File: src/rtl/usbp_pkg.sv
package usbp_pkg;
    localparam int B_CONN = 0;
    localparam int B_CCHG = 1;
    localparam int B_EN   = 2;
    localparam int B_ECHG = 3;
    localparam int B_LS   = 4;
    localparam int B_OC   = 5;
    localparam int B_OCHG = 6;
    localparam int B_RSM  = 7;
    localparam int B_RST  = 8;
    localparam int B_SUSP = 9;

    typedef struct packed {
        logic conn_chg;
        logic enable;
        logic en_chg;
        logic ls;
        logic oc_chg;
        logic resume;
        logic reset;
        logic suspend;
    } port_regs_t;
endpackage

File: src/rtl/usbp_edge.sv
module usbp_edge #(
    parameter int N = 2
) (
    input  logic         clk,
    input  logic         rst_n,
    input  logic [N-1:0] lvl_in,
    output logic [N-1:0] lvl_q,
    output logic [N-1:0] changed
);
    for (genvar i = 0; i < N; i++) begin : g_bit
        logic prev_q;
        always_ff @(posedge clk or negedge rst_n) begin
            if (!rst_n) prev_q <= 1'b0;
            else        prev_q <= lvl_in[i];
        end
        assign lvl_q[i]   = prev_q;
        assign changed[i] = lvl_in[i] ^ prev_q;
    end
endmodule

File: src/rtl/usbp_ms_timer.sv
module usbp_ms_timer #(
    parameter int W = 6
) (
    input  logic         clk,
    input  logic         rst_n,
    input  logic         start,
    input  logic         abort,
    input  logic         tick,
    input  logic [W-1:0] limit,
    output logic         done,
    output logic         busy
);
    logic [W-1:0] cnt_q, cnt_d;
    logic         run_q, run_d;

    assign done = run_q && tick && (cnt_q == limit - W'(1));
    assign busy = run_q;

    always_comb begin
        cnt_d = cnt_q;
        run_d = run_q;
        if (start) begin
            run_d = 1'b1;
            cnt_d = '0;
        end else if (abort || done) begin
            run_d = 1'b0;
        end else if (run_q && tick) begin
            cnt_d = cnt_q + W'(1);
        end
    end

    always_ff @(posedge clk or negedge rst_n) begin
        if (!rst_n) begin
            cnt_q <= '0;
            run_q <= 1'b0;
        end else begin
            cnt_q <= cnt_d;
            run_q <= run_d;
        end
    end
endmodule

File: src/rtl/usbp_eop_tail.sv
module usbp_eop_tail #(
    parameter int EOP_CYC = 500
) (
    input  logic clk,
    input  logic rst_n,
    input  logic start,
    output logic active
);
    localparam int CW = $clog2(EOP_CYC + 1);
    logic [CW-1:0] cnt_q, cnt_d;

    assign active = (cnt_q != '0);

    always_comb begin
        cnt_d = cnt_q;
        if (start)       cnt_d = CW'(EOP_CYC);
        else if (active) cnt_d = cnt_q - CW'(1);
    end

    always_ff @(posedge clk or negedge rst_n) begin
        if (!rst_n) cnt_q <= '0;
        else        cnt_q <= cnt_d;
    end
endmodule

File: src/rtl/usb_rport_seq.sv
module usb_rport_seq
    import usbp_pkg::*;
#(
    parameter int RESET_MS  = 50,
    parameter int RESUME_MS = 20,
    parameter int EOP_CYC   = 500
) (
    input  logic        clk,
    input  logic        rst_n,
    input  logic        wr_en,
    input  logic [15:0] wr_data,
    output logic [15:0] rd_data,
    input  logic        ms_tick,
    input  logic        dev_conn,
    input  logic        dev_ls,
    input  logic        dev_oc,
    input  logic        dev_wakeup,
    output logic        drive_reset,
    output logic        drive_suspend,
    output logic        drive_resume
);
    localparam int MAX_MS = (RESET_MS > RESUME_MS) ? RESET_MS : RESUME_MS;
    localparam int TW     = $clog2(MAX_MS + 1);

    port_regs_t s_q, s_d;
    logic [1:0]    lvl_q, chg;
    logic          tmr_start, tmr_abort, tmr_done, tmr_busy;
    logic          tail_start, tail_act;
    logic [TW-1:0] tmr_limit;
    logic          rsm_rd;
    logic          wr_unused;

    assign wr_unused = ^{wr_data[15:10], wr_data[B_OC], wr_data[B_LS], wr_data[B_CONN], tmr_busy};

    usbp_edge #(.N(2)) u_edge (
        .clk     (clk),
        .rst_n   (rst_n),
        .lvl_in  ({dev_oc, dev_conn}),
        .lvl_q   (lvl_q),
        .changed (chg)
    );

    assign tmr_limit = s_q.reset ? TW'(RESET_MS) : TW'(RESUME_MS);

    usbp_ms_timer #(.W(TW)) u_timer (
        .clk   (clk),
        .rst_n (rst_n),
        .start (tmr_start),
        .abort (tmr_abort),
        .tick  (ms_tick),
        .limit (tmr_limit),
        .done  (tmr_done),
        .busy  (tmr_busy)
    );

    usbp_eop_tail #(.EOP_CYC(EOP_CYC)) u_tail (
        .clk    (clk),
        .rst_n  (rst_n),
        .start  (tail_start),
        .active (tail_act)
    );

    always_comb begin
        s_d        = s_q;
        tmr_start  = 1'b0;
        tmr_abort  = 1'b0;
        tail_start = 1'b0;
        s_d.ls     = dev_ls;

        if (wr_en) begin
            // write-1-to-clear change flags
            if (wr_data[B_CCHG]) s_d.conn_chg = 1'b0;
            if (wr_data[B_ECHG]) s_d.en_chg   = 1'b0;
            if (wr_data[B_OCHG]) s_d.oc_chg   = 1'b0;
            if (!s_q.reset) begin
                if (wr_data[B_RST]) begin
                    s_d.reset   = 1'b1;
                    tmr_start   = 1'b1;
                    if (s_q.enable) s_d.en_chg = 1'b1;
                    s_d.enable  = 1'b0;
                    s_d.suspend = 1'b0;
                    s_d.resume  = 1'b0;
                    tail_start  = s_q.resume;
                end else if (s_q.enable && !wr_data[B_EN]) begin
                    s_d.enable  = 1'b0;
                    s_d.suspend = 1'b0;
                    s_d.resume  = 1'b0;
                    tail_start  = s_q.resume;
                    tmr_abort   = s_q.resume;
                end else begin
                    s_d.enable  = wr_data[B_EN];
                    s_d.suspend = wr_data[B_SUSP];
                    if (wr_data[B_RSM] && !s_q.resume && s_q.enable) begin
                        s_d.resume = 1'b1;
                        tmr_start  = 1'b1;
                    end else if (!wr_data[B_RSM] && s_q.resume) begin
                        s_d.resume = 1'b0;
                        tmr_abort  = 1'b1;
                        tail_start = 1'b1;
                    end
                end
            end
        end else if (dev_wakeup && s_q.enable && s_q.suspend && !s_q.resume && !s_q.reset) begin
            s_d.resume = 1'b1;
            tmr_start  = 1'b1;
        end

        if (chg[0]) s_d.conn_chg = 1'b1;
        if (chg[1]) s_d.oc_chg   = 1'b1;

        if (tmr_done) begin
            if (s_q.reset) begin
                s_d.reset    = 1'b0;
                s_d.enable   = 1'b1;
                s_d.conn_chg = 1'b0;
                s_d.en_chg   = 1'b0;
            end else if (s_q.resume) begin
                s_d.resume  = 1'b0;
                s_d.suspend = 1'b0;
                tail_start  = 1'b1;
            end
        end
    end

    always_ff @(posedge clk or negedge rst_n) begin
        if (!rst_n) s_q <= '0;
        else        s_q <= s_d;
    end

    assign rsm_rd = s_q.resume | tail_act;

    always_comb begin
        rd_data         = '0;
        rd_data[B_CONN] = lvl_q[0];
        rd_data[B_CCHG] = s_q.conn_chg;
        rd_data[B_EN]   = s_q.enable;
        rd_data[B_ECHG] = s_q.en_chg;
        rd_data[B_LS]   = s_q.ls;
        rd_data[B_OC]   = lvl_q[1];
        rd_data[B_OCHG] = s_q.oc_chg;
        rd_data[B_RSM]  = rsm_rd;
        rd_data[B_RST]  = s_q.reset;
        rd_data[B_SUSP] = s_q.suspend;
    end

    assign drive_reset   = s_q.reset;
    assign drive_suspend = s_q.suspend & ~rsm_rd;
    assign drive_resume  = rsm_rd;
endmodule

File: config.mk
export PLATFORM = sky130hd
export DESIGN_NAME = usb_rport_seq
export DESIGN_NICKNAME = d
export VERILOG_FILES = /design/src/rtl/usbp_pkg.sv /design/src/rtl/usbp_edge.sv /design/src/rtl/usbp_ms_timer.sv /design/src/rtl/usbp_eop_tail.sv /design/src/rtl/usb_rport_seq.sv
export SDC_FILE = /design/constraint.sdc
export NUM_CORES = 1
export LEC_CHECK = 0
export BUFFER_PORTS_ARGS = -buffer_cell sky130_fd_sc_hd__buf_2
export CAP_MARGIN = 20
export CORE_ASPECT_RATIO = 1.5
export CORE_UTILIZATION = 25
export CTS_CLUSTER_DIAMETER = 200
export DETAILED_ROUTE_END_ITERATION = 8
export SYNTH_ARGS = -nofsm -noshare
export SYNTH_HDL_FRONTEND = slang
export SYNTH_SLANG_ARGS = --single-unit
File: constraint.sdc
create_clock -name clk -period 4.2 [get_ports clk]
set_input_delay 0.42 -clock clk [delete_from_list [all_inputs] [get_ports clk]]
set_output_delay 0.42 -clock clk [all_outputs]
set_load 0.05 [all_outputs]
==> summary.txt <==
Synth
  • Largest area contributor in the synthesized netlist: dfrtp_1
  • EDFF count, synth: 0
  • Synth area leaders: dfrtp_1 43%, buf_4 7.9%, a21oi_1 4.3%
  • Syn. warnings: 0
  • Synth cell types: 48
  • Ys async rst share: 1.000
  • Top FF cell, synth: dfrtp_1
  • Avg Cell Area, Syn: 9.961 um^2
  • #FFs+latches synth: 26
  • Yosys top cell area share: 0.4269
  • Part of the Yosys area used for sequential elements: 0.4269
  • Syn Std Cell Area: approximately 1500 um^2
  • Post-Synthesis Cells: 153

Timing
  • Max-slew violations: 0
  • Max Freq: around 440 MHz
  • Fin Setup TNS: 0 ns
  • Unrepaired setup endpoints after global routing: false
  • Final Setup Violations: 0
  • Actual slew at the worst max-slew pin: 0.9681 ns
  • Fin. Hold Viols: 0
  • Slew HR: 0.3534
  • Post-Route Skew: around 0.016 ns
  • Tcrit/Tclk final: 0.5421
  • Fin crit period: 2.277 ns

Clock tree
  • Post-CTS setup buffers: 0
  • Clk pin slew, worst setup/hold paths: 0.10 ns
  • Post-CTS Resized: 0
  • Root Driver: clkbuf_8
  • H-tree Lvls: 1
  • Max Buffers Root-to-Sink: 2
  • TritonCTS buffer count: 3
  • CTS tree: built
  • Clk sinks: 26
  • Skew-Pair Late Insertion Delay: roughly 0.28 ns
  • Cts hold-fix bufs: 0

Place
  • Placed Instances: 240
  • Cell Area, Placed: 1637 um^2
  • GP Congestion: just over 0.7
  • PortBufs: 27
  • Final HPWL DP: 2.329 mm

Critical path
  • Crit. Startpoint: u_tail.cnt_q[0]$_DFFE_PN0P_
  • Reg2reg path depth: 4
  • Max FO, Critical Path: 4
  • WS Path Type: reg2out
  • Critical Path RT: 3.78 ns
  • CP endpoint kind: output pin
  • R2r setup slk: 2.26 ns
  • CP Buf/Inv Count: 2
  • Type of origin of the critical path: register
  • Stages on worst setup path: 6
  • Worst path max stage delay: ~0.38 ns
  • Critical path cell sequence: inv_1, ha_1, nor2b_1, nand3_1, nor2_1, buf_2
  • Slowest cell on the critical path: dfrtp_1
  • Critical path arrival: 1.86 ns
  • Crit path max-delay family: simple AND/OR/NAND/NOR gates
  • Critical R2R Launch: rd_data[2]$_DFF_PN0_

Route
  • Routed wire length: roughly 3.1 mm
  • Routed wire per std cell: ~13 um
  • Via density: 4.803
  • DRT Pass-1 Iters: 4
  • DRC viols: 0
  • Vias: 1172
  • Post-route antenna net violation count: 0
  • Initial drt markers: 38

Run
  • # Max-Cap Violations: 0

Floorplan
  • IO Count: 43
  • Die width: roughly 66 um
  • Die area: between 6000 and 7000 um^2
  • Core Rows: 34
  • Initial Util: 0.2615
  • Core ar.: 5828 um^2
  • Die H: 97.62 um

Global routing
  • Initial antenna violation count: 0
  • Grt total ovfl: 0
  • Vias in the first global route: around 1.2k
  • Largest net degree at the start of global routing: 27
  • GRT Resource Usage Total: 0.1072
  • Global-route wire length before repair: 5.375 mm

Status
  • Status: complete, no violations

Cells and area
  • Final non-filler cell area: 1708 um^2
  • Final core occ: 0.2930
  • Ant diodes: 0
  • Final net count: roughly 200
  • Most common cell after layout, fill and taps aside: buf_2
  • Final non-filler cell total: 244
  • Commonest cells after routing, fill and taps aside: 27 x buf_2, 26 x dfrtp_1, 15 x nand2_1, 13 x a21oi_1, 7 x inv_1
  • Fillers: 624
  • Area Growth Syn to Fin: 12.07%
  • Share of cells above drive strength 1: 0.2500

Power
  • Worst vdd ir: between 0.1 and 0.15 mV
  • Pwr dens: 486.6 nW/um^2
  • Leak Pwr: approximately 0.73 nW

Min path
  • Hold Path Class: in2async
## per-layer routing
metal | global-route usage | share of wire | vias to the layer above
li1 | - | - | 576
met1 | 0.1238 | 0.41 | 583
met2 | 0.1892 | 0.56 | 11
met3 | 0.01878 | 0.023 | 2
met4 | 0.04013 | 0.0098 | 0
met5 | 0 | 0 | -
## logic make-up after synthesis
kind of cell    after synthesis  share of synthesized area
simple gates                 57                     0.2365
fa+ha+maj                     2                    0.01642
xor+xnor                      4                    0.02299
buf+inv                      24                     0.1035
flops                        26                     0.4269
compound gates               39                     0.1913
other cells                   1                   0.002461
## synthesized netlist by cell type, drive strengths merged (2+ instances only)
library cell  number
xor2               2
or3                5
inv                7
ha                 2
a21oi             13
a31oi              2
dfrtp             26
o21ai              6
and2               3
a211o              2
and2b              2
nand2b             3
xnor2              2
buf               17
nor3               4
nor2               4
nand3              4
nand2             15
o31ai              5
or4                3
nand3b             2
nand4              6
a31o               2
## worst register-to-register path, delay by kind of cell (launching register included)
family	cells	cell delay, ns
AO/OA/AOI/OAI	3	1.30
flip-flops	1	0.42
AND/OR/NAND/NOR	1	0.14
## per-stage QoR
step	setup slack, ns	hold WS, ns	total power (W)
4_1_cts	1.905	0.1629	0.0008424
3_3_place_gp	2.143	0.4493	0.0006174
5_1_grt	1.717	0.1808	0.0008996
3_5_place_dp	2.110	0.4686	0.0006277
6_report	1.923	0.1309	0.0008311
2_1_floorplan	1.972	0.1244	0.0005776
## sequential cells by signal, indices dropped and copies added, names as in the netlist
signal / count
u_timer.cnt_q: 6
u_timer.busy: 1
u_tail.cnt_q: 9
drive_reset: 1
s_q: 1
rd_data: 6
u_edge.g_bit.prev_q: 2
## worst paths after layout
path | end
max reg2reg | u_timer.cnt_q[4]$_DFFE_PN0P_
min reg2reg | rd_data[6]$_DFFE_PN0P_
max in group asynchronous | rd_data[6]$_DFFE_PN0P_
min in group clk | rd_data[4]$_DFF_PN0_
min | u_tail.cnt_q[8]$_DFFE_PN0P_
max | drive_suspend
## final cells by class
cell class	instances	area [um^2]	area share
clock buffer	3	41.29	0.02418
clock inverter	1	30.03	0.01758
inverter	7	26.28	0.01538
multi-input combinational	108	734.5	0.4300
sequential	26	650.6	0.3810
tap	72	90.09	0.05275
timing repair buffer	27	135.1	0.07912
## report_power, final
group | internal, W | total (W) | switching [W] | leakage [nW]
sequential | 0.000317 | 0.000395 | 0.0000777 | 0.306
combinational | 0.0000958 | 0.000226 | 0.000130 | 0.393
clock | 0.000128 | 0.000211 | 0.0000832 | 0.0357
total | 0.000540 | 0.000831 | 0.000291 | 0.734
Note: power is estimated with default switching activity, not from simulation.
